$ cat config.mk
export PLATFORM = sky130hd
export DESIGN_NAME = dbg_bkpt_unit
export DESIGN_NICKNAME = d
export VERILOG_FILES = /design/src/rtl/dbg_bkpt_pkg.sv /design/src/rtl/dbg_bkpt_regs.sv /design/src/rtl/dbg_data_cmp.sv /design/src/rtl/dbg_insn_cmp.sv /design/src/rtl/dbg_entry_ctrl.sv /design/src/rtl/dbg_bkpt_unit.sv
export SDC_FILE = /design/constraint.sdc
export NUM_CORES = 1
export LEC_CHECK = 0
export ABC_AREA = 1
export CAP_MARGIN = 30
export CORE_MARGIN = 2
export CORE_UTILIZATION = 43
export DETAILED_ROUTE_END_ITERATION = 10
export DONT_BUFFER_PORTS = 1
export GPL_ROUTABILITY_DRIVEN = 0
export SKIP_CTS_REPAIR_TIMING = 1
export SLEW_MARGIN = 0
export SYNTH_ARGS = -nofsm -noshare
export SYNTH_HDL_FRONTEND = slang
export SYNTH_SLANG_ARGS = --single-unit
$ cat constraint.sdc
create_clock -name clk -period 6.1 [get_ports clk]
set_input_delay 0.305 -clock clk [delete_from_list [all_inputs] [get_ports clk]]
set_output_delay 0.305 -clock clk [all_outputs]
set_load 0.05 [all_outputs]
$ cat src/rtl/dbg_bkpt_pkg.sv
package dbg_bkpt_pkg;

  localparam int DATA_W       = 32;
  localparam int SEL_W        = 3;
  localparam int MAX_IBP      = 2 ** SEL_W - 4;

  // Control register field positions (decoded by the comparators)
  localparam int CTL_TYPE_A_LSB = 0;
  localparam int CTL_TYPE_B_LSB = 2;
  localparam int CTL_MASK_BIT   = 8;

  // Status register field positions
  localparam int STAT_GDE_BIT = 31;
  localparam int MOE_LSB      = 2;
  localparam int MOE_W        = 3;

  typedef enum logic [SEL_W-1:0] {
    SEL_DADDR_A   = 3'd0,
    SEL_DADDR_B   = 3'd1,
    SEL_DCTRL     = 3'd2,
    SEL_STATUS    = 3'd3,
    SEL_IADDR_BASE = 3'd4
  } reg_sel_e;

  typedef enum logic [MOE_W-1:0] {
    ENTRY_NONE = 3'd0,
    ENTRY_IBP  = 3'd1,
    ENTRY_DBP  = 3'd2,
    ENTRY_BKPT = 3'd3
  } entry_e;

  typedef enum logic [1:0] {
    ACC_OFF  = 2'd0,
    ACC_ST   = 2'd1,
    ACC_LDST = 2'd2,
    ACC_LD   = 2'd3
  } acc_type_e;

  function automatic logic acc_allowed(input logic [1:0] type_sel, input logic is_store);
    logic ok;
    case (type_sel)
      ACC_ST:   ok = is_store;
      ACC_LDST: ok = 1'b1;
      ACC_LD:   ok = !is_store;
      default:  ok = 1'b0;
    endcase
    return ok;
  endfunction

endpackage

$ cat src/rtl/dbg_bkpt_regs.sv
module dbg_bkpt_regs
  import dbg_bkpt_pkg::*;
#(
  parameter int ADDR_W  = 32,
  parameter int NUM_IBP = 2
) (
  input  logic                         clk,
  input  logic                         rst_n,
  input  logic                         wr_en,
  input  logic [SEL_W-1:0]             wr_sel,
  input  logic [DATA_W-1:0]            wr_data,
  input  logic                         moe_set,
  input  logic [MOE_W-1:0]             moe_code,
  output logic [ADDR_W-1:0]            daddr_a,
  output logic [ADDR_W-1:0]            daddr_b,
  output logic [1:0]                   type_a,
  output logic [1:0]                   type_b,
  output logic                         mask_mode,
  output logic [NUM_IBP-1:0]           iaddr_en,
  output logic [NUM_IBP-1:0][ADDR_W-3:0] iaddr_word,
  output logic [DATA_W-1:0]            status
);

  // Data address A
  logic              da_we;
  logic [ADDR_W-1:0] da_q;
  assign da_we = wr_en && (wr_sel == SEL_DADDR_A);

  always_ff @(posedge clk or negedge rst_n) begin
    if (!rst_n)     da_q <= '0;
    else if (da_we) da_q <= wr_data[ADDR_W-1:0];
  end

  // Data address B / inverted mask
  logic              db_we;
  logic [ADDR_W-1:0] db_q;
  assign db_we = wr_en && (wr_sel == SEL_DADDR_B);

  always_ff @(posedge clk or negedge rst_n) begin
    if (!rst_n)     db_q <= '0;
    else if (db_we) db_q <= wr_data[ADDR_W-1:0];
  end

  // Data control: only the decoded fields are kept
  logic       ctl_we;
  logic [1:0] ta_q, tb_q;
  logic       mask_q;
  assign ctl_we = wr_en && (wr_sel == SEL_DCTRL);

  always_ff @(posedge clk or negedge rst_n) begin
    if (!rst_n) begin
      ta_q   <= '0;
      tb_q   <= '0;
      mask_q <= 1'b0;
    end else if (ctl_we) begin
      ta_q   <= wr_data[CTL_TYPE_A_LSB +: 2];
      tb_q   <= wr_data[CTL_TYPE_B_LSB +: 2];
      mask_q <= wr_data[CTL_MASK_BIT];
    end
  end

  // Instruction breakpoint registers
  for (genvar i = 0; i < NUM_IBP; i++) begin : g_ibp
    logic              ib_we;
    logic              ib_en_q;
    logic [ADDR_W-3:0] ib_word_q;
    assign ib_we = wr_en && (wr_sel == SEL_W'(int'(SEL_IADDR_BASE) + i));

    always_ff @(posedge clk or negedge rst_n) begin
      if (!rst_n) begin
        ib_en_q   <= 1'b0;
        ib_word_q <= '0;
      end else if (ib_we) begin
        ib_en_q   <= wr_data[0];
        ib_word_q <= wr_data[ADDR_W-1:2];
      end
    end

    assign iaddr_en[i]   = ib_en_q;
    assign iaddr_word[i] = ib_word_q;
  end

  // Debug status: next-state and register kept apart
  logic              st_wr;
  logic              st_ce;
  logic [DATA_W-1:0] st_d, st_q;
  assign st_wr = wr_en && (wr_sel == SEL_STATUS);
  assign st_ce = st_wr || moe_set;

  always_comb begin
    st_d = st_q;
    if (st_wr)   st_d = wr_data;
    if (moe_set) st_d[MOE_LSB +: MOE_W] = moe_code;
  end

  always_ff @(posedge clk or negedge rst_n) begin
    if (!rst_n)     st_q <= '0;
    else if (st_ce) st_q <= st_d;
  end

  assign daddr_a   = da_q;
  assign daddr_b   = db_q;
  assign type_a    = ta_q;
  assign type_b    = tb_q;
  assign mask_mode = mask_q;
  assign status    = st_q;

endmodule

$ cat src/rtl/dbg_data_cmp.sv
module dbg_data_cmp
  import dbg_bkpt_pkg::*;
#(
  parameter int ADDR_W = 32
) (
  input  logic              acc_valid,
  input  logic [ADDR_W-1:0] acc_addr,
  input  logic              acc_store,
  input  logic [ADDR_W-1:0] daddr_a,
  input  logic [ADDR_W-1:0] daddr_b,
  input  logic [1:0]        type_a,
  input  logic [1:0]        type_b,
  input  logic              mask_mode,
  output logic              data_hit
);

  localparam int NUM_CMP = 2;

  logic [NUM_CMP-1:0][ADDR_W-1:0] cmp_addr;
  logic [NUM_CMP-1:0][1:0]        cmp_type;
  logic [NUM_CMP-1:0]             word_hit;

  assign cmp_addr[0] = daddr_a;
  assign cmp_addr[1] = daddr_b;
  assign cmp_type[0] = type_a;
  assign cmp_type[1] = type_b;

  // Word-granular comparators used in normal mode
  for (genvar k = 0; k < NUM_CMP; k++) begin : g_word
    assign word_hit[k] = acc_allowed(cmp_type[k], acc_store) &&
                         (acc_addr[ADDR_W-1:2] == cmp_addr[k][ADDR_W-1:2]);
  end

  // Masked compare: B marks don't-care bits
  logic              masked_hit;
  logic [ADDR_W-1:0] diff;
  assign diff       = (acc_addr ^ daddr_a) & ~daddr_b;
  assign masked_hit = acc_allowed(type_a, acc_store) && (diff == '0);

  always_comb begin
    data_hit = 1'b0;
    if (acc_valid) begin
      if (mask_mode) data_hit = masked_hit;
      else           data_hit = |word_hit;
    end
  end

endmodule

$ cat src/rtl/dbg_insn_cmp.sv
module dbg_insn_cmp #(
  parameter int ADDR_W  = 32,
  parameter int NUM_IBP = 2
) (
  input  logic                           pc_valid,
  input  logic [ADDR_W-1:0]              pc,
  input  logic [NUM_IBP-1:0]             iaddr_en,
  input  logic [NUM_IBP-1:0][ADDR_W-3:0] iaddr_word,
  output logic                           insn_hit
);

  logic [NUM_IBP-1:0] slot_hit;

  for (genvar i = 0; i < NUM_IBP; i++) begin : g_slot
    assign slot_hit[i] = iaddr_en[i] && (pc[ADDR_W-1:2] == iaddr_word[i]);
  end

  logic unused_pc_lo;
  assign unused_pc_lo = ^pc[1:0];

  assign insn_hit = pc_valid && (|slot_hit);

endmodule

$ cat src/rtl/dbg_entry_ctrl.sv
module dbg_entry_ctrl
  import dbg_bkpt_pkg::*;
(
  input  logic             clk,
  input  logic             rst_n,
  input  logic             insn_hit,
  input  logic             data_hit,
  input  logic             bkpt_insn,
  input  logic             dbg_enable,
  output logic             moe_set,
  output logic [MOE_W-1:0] moe_code,
  output logic             pulse,
  output logic [MOE_W-1:0] cause
);

  entry_e entry_d;

  always_comb begin
    entry_d = ENTRY_NONE;
    if (insn_hit)                      entry_d = ENTRY_IBP;
    else if (data_hit)                 entry_d = ENTRY_DBP;
    else if (bkpt_insn && dbg_enable)  entry_d = ENTRY_BKPT;
  end

  logic event_d;
  assign event_d  = (entry_d != ENTRY_NONE);
  assign moe_set  = event_d && dbg_enable;
  assign moe_code = entry_d;

  logic             pulse_q;
  logic [MOE_W-1:0] cause_q;

  always_ff @(posedge clk or negedge rst_n) begin
    if (!rst_n) begin
      pulse_q <= 1'b0;
      cause_q <= '0;
    end else begin
      pulse_q <= event_d;
      cause_q <= entry_d;
    end
  end

  assign pulse = pulse_q;
  assign cause = cause_q;

endmodule

$ cat src/rtl/dbg_bkpt_unit.sv
module dbg_bkpt_unit
  import dbg_bkpt_pkg::*;
#(
  parameter int ADDR_W  = 32,
  parameter int NUM_IBP = 2
) (
  input  logic              clk,
  input  logic              rst_n,
  input  logic              reg_wr_en,
  input  logic [2:0]        reg_wr_sel,
  input  logic [31:0]       reg_wr_data,
  input  logic              acc_valid,
  input  logic [ADDR_W-1:0] acc_addr,
  input  logic              acc_store,
  input  logic              pc_valid,
  input  logic [ADDR_W-1:0] pc,
  input  logic              bkpt_insn,
  output logic              bkpt_pulse,
  output logic [2:0]        bkpt_cause,
  output logic [31:0]       dbg_status
);

  // Reset: asserted asynchronously, released on the clock
  logic [1:0] rst_sync_q;
  logic       rst_core_n;

  always_ff @(posedge clk or negedge rst_n) begin
    if (!rst_n) rst_sync_q <= 2'b00;
    else        rst_sync_q <= {rst_sync_q[0], 1'b1};
  end
  assign rst_core_n = rst_sync_q[1];

  logic [ADDR_W-1:0]            daddr_a, daddr_b;
  logic [1:0]                   type_a, type_b;
  logic                         mask_mode;
  logic [NUM_IBP-1:0]           iaddr_en;
  logic [NUM_IBP-1:0][ADDR_W-3:0] iaddr_word;
  logic [DATA_W-1:0]            status;
  logic                         moe_set;
  logic [MOE_W-1:0]             moe_code;
  logic                         insn_hit;
  logic                         data_hit;

  dbg_bkpt_regs #(
    .ADDR_W  (ADDR_W),
    .NUM_IBP (NUM_IBP)
  ) u_regs (
    .clk        (clk),
    .rst_n      (rst_core_n),
    .wr_en      (reg_wr_en),
    .wr_sel     (reg_wr_sel),
    .wr_data    (reg_wr_data),
    .moe_set    (moe_set),
    .moe_code   (moe_code),
    .daddr_a    (daddr_a),
    .daddr_b    (daddr_b),
    .type_a     (type_a),
    .type_b     (type_b),
    .mask_mode  (mask_mode),
    .iaddr_en   (iaddr_en),
    .iaddr_word (iaddr_word),
    .status     (status)
  );

  dbg_data_cmp #(
    .ADDR_W (ADDR_W)
  ) u_data_cmp (
    .acc_valid (acc_valid),
    .acc_addr  (acc_addr),
    .acc_store (acc_store),
    .daddr_a   (daddr_a),
    .daddr_b   (daddr_b),
    .type_a    (type_a),
    .type_b    (type_b),
    .mask_mode (mask_mode),
    .data_hit  (data_hit)
  );

  dbg_insn_cmp #(
    .ADDR_W  (ADDR_W),
    .NUM_IBP (NUM_IBP)
  ) u_insn_cmp (
    .pc_valid   (pc_valid),
    .pc         (pc),
    .iaddr_en   (iaddr_en),
    .iaddr_word (iaddr_word),
    .insn_hit   (insn_hit)
  );

  dbg_entry_ctrl u_entry (
    .clk        (clk),
    .rst_n      (rst_core_n),
    .insn_hit   (insn_hit),
    .data_hit   (data_hit),
    .bkpt_insn  (bkpt_insn),
    .dbg_enable (status[STAT_GDE_BIT]),
    .moe_set    (moe_set),
    .moe_code   (moe_code),
    .pulse      (bkpt_pulse),
    .cause      (bkpt_cause)
  );

  assign dbg_status = status;

endmodule

== Yosys cells after proc, flatten, opt, wreduce, memory -nomap -nowiden ==
Cells that the tools add are included.

* Bits in registers: 169
* Bits of input ports: 106
* Output and inout port bits: 36
* Logic and storage cells: 65

* Equality and inequality tests: 15
* Muxes and demuxes: 9
* Bitwise gates (word level): 3
* Reduce and logical (&&, ||, !) cells: 24

{| class="wikitable"
|+ Operator list
! operator !! count
|-
| $eq 30x30->1 || 4
|-
| $and 32x32->32 || 1
|-
| $logic_not 32->1 || 1
|-
| $not 32->32 || 1
|-
| $xor 32x32->32 || 1
|-
| $logic_and 1x1->1 || 14
|-
| $mux 3 || 3
|-
| $eq 2x2->1 const B || 4
|-
| $eq 3x2->1 const B || 2
|-
| $eq 3x3->1 const B || 2
|-
| $pmux 1 s3 || 2
|-
| $mux 5 || 1
|-
| $eq 2x1->1 const B || 2
|-
| $reduce_and 2->1 || 2
|-
| $reduce_or 2->1 || 2
|-
| $eq 3x1->1 const B || 1
|-
| $logic_not 3->1 || 1
|-
| $reduce_bool 3->1 || 1
|-
| $mux 1 || 2
|-
| $mux 2 || 1
|-
| $reduce_bool 2->1 || 1
|-
| $logic_not 1->1 || 1
|-
| $logic_or 1x1->1 || 1
|}

== Longest topological paths before layout ==
* Word-level depth: 12
* Mapped depth: 16

== By module ==
From an unflattened synthesis, not the netlist that was laid out.

* Cells, all modules: 1232
* Area, all modules: 9140.0 um^2

{| class="wikitable"
|+ Modules (own cells, without submodules)
! module !! times used !! cells an instance !! area each (um^2)
|-
| dbg_bkpt_regs || 1 || 581 || 6319.8
|-
| dbg_data_cmp || 1 || 340 || 1482.7
|-
| dbg_insn_cmp || 1 || 294 || 1148.6
|-
| dbg_entry_ctrl || 1 || 14 || 135.1
|-
| dbg_bkpt_unit || 1 || 3 || 53.8
|}

== Least setup slack after synthesis ==
OpenSTA, ideal clock, no wires.

* Kind: reg2reg
* Start: reg u_regs.da_q[31] (netlist: u_regs.daddr_a[31])
* End: reg u_regs.st_q[2] (netlist: u_regs.status[2])
* Setup time: 0.127 ns
* Arrival time: 1.395 ns
* Required time: 5.973 ns
* Path slack: 4.579 ns
* Stages on the path, launching flop included: 14
* Path buffers: 0
* Period minus slack after synthesis: 1.521 ns
* Path through: dfrtp_1 > or2_1 > nand3_1 > nand2_1 > nor2_1 > nand2_1 > nor2_1 > nand2_1 > nand2_2 > nand3_4 > nand3_4 > nand2_4 > nand3_1 > nand3_1

* Cells in the longest elaborated chain, start to end: 12
* Elaborated cells between the ends (all ways): 17
* Those cells by class: 1 x eq/ne; 5 x mux; 2 x bitwise; 9 x reduce/logical

{| class="wikitable"
|+ RTL lines
! element !! line !! text
|-
| from (decl) || dbg_bkpt_regs.sv:26 || <nowiki>logic [ADDR_W-1:0] da_q;</nowiki>
|-
| from (signal assigned) || dbg_bkpt_regs.sv:31 || <nowiki>else if (da_we) da_q <= wr_data[ADDR_W-1:0];</nowiki>
|-
| $xor 32x32->32 || dbg_data_cmp.sv:37 || <nowiki>assign diff = (acc_addr ^ daddr_a) & ~daddr_b;</nowiki>
|-
| $and 32x32->32 || dbg_data_cmp.sv:37 ||
|-
| $logic_not 32->1 || dbg_data_cmp.sv:38 || <nowiki>assign masked_hit = acc_allowed(type_a, acc_store) && (diff == '0);</nowiki>
|-
| $logic_and 1x1->1 || dbg_data_cmp.sv:38 ||
|-
| $mux 1 * || dbg_data_cmp.sv:43 || <nowiki>if (mask_mode) data_hit = masked_hit;</nowiki>
|-
| $mux 1 * || dbg_data_cmp.sv:42 || <nowiki>if (acc_valid) begin</nowiki>
|-
| $mux 3 * || dbg_entry_ctrl.sv:21 || <nowiki>else if (data_hit) entry_d = ENTRY_DBP;</nowiki>
|-
| $mux 3 * || dbg_entry_ctrl.sv:20 || <nowiki>if (insn_hit) entry_d = ENTRY_IBP;</nowiki>
|-
| $reduce_bool 3->1 * || dbg_entry_ctrl.sv:26 || <nowiki>assign event_d = (entry_d != ENTRY_NONE);</nowiki>
|-
| named net u_entry.event_d || dbg_entry_ctrl.sv:25 || <nowiki>logic event_d;</nowiki>
|-
| $logic_and 1x1->1 * || dbg_entry_ctrl.sv:27 || <nowiki>assign moe_set = event_d && dbg_enable;</nowiki>
|-
| $reduce_bool 2->1 (no source line) or $logic_or 1x1->1 (tied branches) || -- ||
|-
| $reduce_and 2->1 (no source line) || -- ||
|-
| to (signal assigned) || dbg_bkpt_regs.sv:98 || <nowiki>else if (st_ce) st_q <= st_d;</nowiki>
|-
| to (decl) || dbg_bkpt_regs.sv:86 || <nowiki>logic [DATA_W-1:0] st_d, st_q;</nowiki>
|}

The timed path passes the listed nets; every way through them passes the cells marked *.
A chain may end at the register's enable or synchronous reset.

== Final worst setup path ==
* Start: reg u_regs.g_ibp[0].ib_word_q[27]
* End: reg u_regs.st_q[2] (netlist: u_regs.status[2])

* Cells in the longest elaborated chain, start to end: 9
* Elaborated cells between the ends (all ways): 11
* Those cells by class: 1 x eq/ne; 2 x mux; 8 x reduce/logical

{| class="wikitable"
|+ RTL lines
! element !! line !! text
|-
| from (decl) || dbg_bkpt_regs.sv:66 || <nowiki>logic [ADDR_W-3:0] ib_word_q;</nowiki>
|-
| from (signal assigned) || dbg_bkpt_regs.sv:75 || <nowiki>ib_word_q <= wr_data[ADDR_W-1:2];</nowiki>
|-
| $eq 30x30->1 * || dbg_insn_cmp.sv:15 || <nowiki>assign slot_hit[i] = iaddr_en[i] && (pc[ADDR_W-1:2] == iaddr_word[i]);</nowiki>
|-
| $logic_and 1x1->1 * || dbg_insn_cmp.sv:15 ||
|-
| $reduce_or 2->1 * || dbg_insn_cmp.sv:21 || <nowiki>assign insn_hit = pc_valid && (|slot_hit);</nowiki>
|-
| $logic_and 1x1->1 * || dbg_insn_cmp.sv:21 ||
|-
| $mux 3 * || dbg_entry_ctrl.sv:20 ||
|-
| $reduce_bool 3->1 * || dbg_entry_ctrl.sv:26 ||
|-
| named net u_entry.event_d || dbg_entry_ctrl.sv:25 ||
|-
| $logic_and 1x1->1 * || dbg_entry_ctrl.sv:27 ||
|-
| $reduce_bool 2->1 (no source line) or $logic_or 1x1->1 (tied branches) || -- ||
|-
| $reduce_and 2->1 (no source line) || -- ||
|}

Marks and branches as above.

==> qor.txt <==
outcome: completed
Avg Cell Area, Syn: 7.66 sq um
met2 usage: 0.358
max_slew headroom: 0.520
FF-to-FF Start: u_regs.g_ibp[0].ib_word_q[27]$_DFFE_PN0P_
Final Hold Vio Count: 0
Startpoint Class: register
post-synth top area share: 0.498
Netlist cell types: 29
post-route DRC violation count: 0
total wire length: 22300 um
Synth Cell Area: 8450 sq um
core box area: 19400 sq um
number of synthesized register bits: 168
Inst Count DP: 1344
setup TNS: 0 ps
Die ar.: 20800 sq um
hold depth: 2
post-DP HPWL: 16500 um
GRT Max-Usage Layer: met2
post-synthesis adder-cell area fraction: 0
Tot Pwr: 0.00330 W
Synth Area in Compound Gates: 0.110
CP Capture Type: register
num ports: 142
clock latency on the worst-skew pair: 430 ps
# diodes: 0
final cell count without fillers: 1376
worst flop-to-flop path endpoint: u_regs.status[2]$_DFFE_PN0P_
CTS H-tree lvls: 4
initial antenna violation count: 0
clk_skew: 10.3 ps
Finish-stage setup viols: 0
Synth area leaders: dfrtp_1 (50%), nand2_1 (18%), o21ai_0 (9.9%)
CP Class: reg -> reg
leakage power: 4.75 nW
number of I/O port buffers: 0
GR Util All Layers: 0.224
Fillers: 1985
Slew Viols, Final: 0
GR Layer Usage met1: 0.309
Pre-antenna DRT Iters: 5
R2R Setup Slk: 4230 ps
DR WL/cell: 16.2 um
Hold EP: u_entry.cause[0]$_DFF_PN0_
xor/xnor share of the synthesized area: 0.0539
first-pass GRT wire length: 34600 um
Die Span Y: 144 um
pwr dens: 352 nW/um^2
Syn Nets: 1209
TritonCTS clock tree: done
Slew @ Worst Pin: 720 ps
Hold WS: 30.6 ps
worst path required time: 6410 ps
crit-path max FO: 4
routed vias: 6658
final antenna-violating net count: 0
RSZ-0062 raised after global routing: false
Final nets: 1205
Tmin final: 1870 ps
FP Rows: 51
fmax: 535 MHz
Reg2Reg Depth: 12
Hold Crit Start: pc_valid
aggregate global routing overflow: 0
vias in the first global route: 6193
simple-gate share of the synthesized area: 0.256
largest family of logic cells by synthesized area: simple AND/OR/NAND/NOR gates
largest net degree at the start of global routing: 63
final worst path period share: 0.306
# clock sinks: 168
clk buf depth: 2
clock-pin slew on the worst setup and hold paths: 70 ps
Via density: 4.84
signal arrival time at the worst endpoint: 2180 ps
Root Driver: clkbuf_16
Initial DRC Count: 498
worst min path class: in -> reg
Mapped Cells: 1103
M3 GR Usage: 0.0530
CTS Buf Count: 17
peak supply drop: 0.000206 V
P&R area growth vs syn: 11.0%
share of cells above drive strength 1: 0.0495
synth warn: 0
mux contribution to synthesized area: 0
Max Cap Violations: 0
Yosys top cell by area: dfrtp_1
initial core utilization: 0.436
sequential area share after synthesis: 0.498
Die Width: 144 um
[worst max path at each step]
stage	slack, ps	from	cells past startpoint	to
2_1_floorplan	1070	rst_sync_q[1]$_DFF_PN0_	0	u_entry.cause[0]$_DFF_PN0_
3_3_place_gp	4140	rst_sync_q[1]$_DFF_PN0_	1	u_regs.g_ibp[1].ib_word_q[14]$_DFFE_PN0P_
3_5_place_dp	4230	u_regs.daddr_a[25]$_DFFE_PN0P_	13	u_regs.status[2]$_DFFE_PN0P_
4_1_cts	4220	u_regs.daddr_a[25]$_DFFE_PN0P_	13	u_regs.status[2]$_DFFE_PN0P_
5_1_grt	4100	u_regs.g_ibp[0].ib_word_q[27]$_DFFE_PN0P_	12	u_regs.status[3]$_DFFE_PN0P_
6_report	4230	u_regs.g_ibp[0].ib_word_q[27]$_DFFE_PN0P_	12	u_regs.status[2]$_DFFE_PN0P_
[through the flow]
| step | setup slack (ps) | area, sq um | utilization |
|---|---|---|---|
| 6_report | 4230 | 9380 | 0.483 |
| 5_1_grt | 4100 | 9380 | 0.483 |
| 4_1_cts | 4220 | 9370 | 0.483 |
| 2_1_floorplan | 1070 | 8450 | - |
| 3_3_place_gp | 4140 | 8690 | 0.448 |
| 3_5_place_dp | 4230 | 8780 | 0.453 |
[cell usage after synthesis]
master,instances
clkbuf_1,29
nand2_2,2
nand3_1,19
nand3_4,2
o22ai_1,4
xor2_1,17
or2_1,11
nor3_1,10
buf_6,1
dfrtp_1,168
a21boi_1,1
buf_4,2
nor3b_1,1
o211ai_1,3
nand2_4,2
a21oi_1,2
nand3_2,1
or2_0,3
nand2_1,394
nor2_2,1
nand3b_1,16
nand4_1,10
inv_2,3
conb_1,2
inv_1,146
o21ai_1,5
xnor2_1,35
nor2_1,46
o21ai_0,167
[registers in the layout, indices dropped and copies added (netlist names)]
| register | cells |
|---|---|
| u_regs.daddr_b | 32 |
| u_entry.pulse | 1 |
| u_regs.g_ibp.ib_word_q | 60 |
| u_regs.type_b | 2 |
| u_regs.g_ibp.ib_en_q | 2 |
| u_entry.cause | 2 |
| u_regs.type_a | 2 |
| u_regs.mask_mode | 1 |
| rst_sync_q | 2 |
| u_regs.status | 32 |
| u_regs.daddr_a | 32 |
[critical path, cell delays in order (launching register included)]
cell and delay, ps:
dfrtp_1 390, xnor2_1 240, nand2_1 90, nor3_1 210, nand2_1 80, nor2_1 90
nand2_1 60, nand2_1 160, nand2_4 90, nand3_4 110, nand2_4 70, nand3_1 90
nand3_1 70
[placed cells by master, fill, tap and decap left out, drive strengths merged]
cell | netlist | routed
nand2 | 398 | 398
o21ai | 172 | 172
dfrtp | 168 | 168
inv | 149 | 149
nor2 | 47 | 47
xnor2 | 35 | 35
nand3 | 22 | 22
clkbuf | 29 | 20
xor2 | 17 | 17
nand3b | 16 | 16
or2 | 14 | 14
nand4 | 10 | 10
nor3 | 10 | 10
buf | 3 | 8
clkinv | 0 | 6
o22ai | 4 | 4
o211ai | 3 | 3
clkinvlp | 0 | 3
a21oi | 2 | 2
conb | 2 | 2
bufinv | 0 | 2
nor3b | 1 | 1
a21boi | 1 | 1
dlygate4sd3 | 0 | 1
[cells by family (layout without fill, tap and decap cells)]
family / Yosys count / in the layout
compound gates: 182 / 182
flops: 168 / 168
buf+inv: 181 / 189
xor+xnor: 52 / 52
simple gates: 518 / 518
other cells: 2 / 2
[per-layer routing]
metal,vias to the layer above,wire length (um)
met4,0,224
met1,3073,10400
li1,3406,-
met3,20,1350
met5,-,0
met2,159,10400
[layout make-up]
cell class | instances | area (sq um) | share of cell area
repair buffers | 9 | 128 | 0.0136
multi-input cells | 754 | 3560 | 0.380
clock inverters | 11 | 124 | 0.0132
well taps | 265 | 332 | 0.0354
flip-flops and latches | 168 | 4210 | 0.449
inverters | 149 | 559 | 0.0596
clock buffers | 20 | 467 | 0.0498
[report_power, final]
group | switching [W] | internal [W]
sequential | 0.000339 | 0.00132
clock | 0.000450 | 0.000633
combinational | 0.000322 | 0.000237
total | 0.00111 | 0.00219
Note: power is estimated with default switching activity, not from simulation.
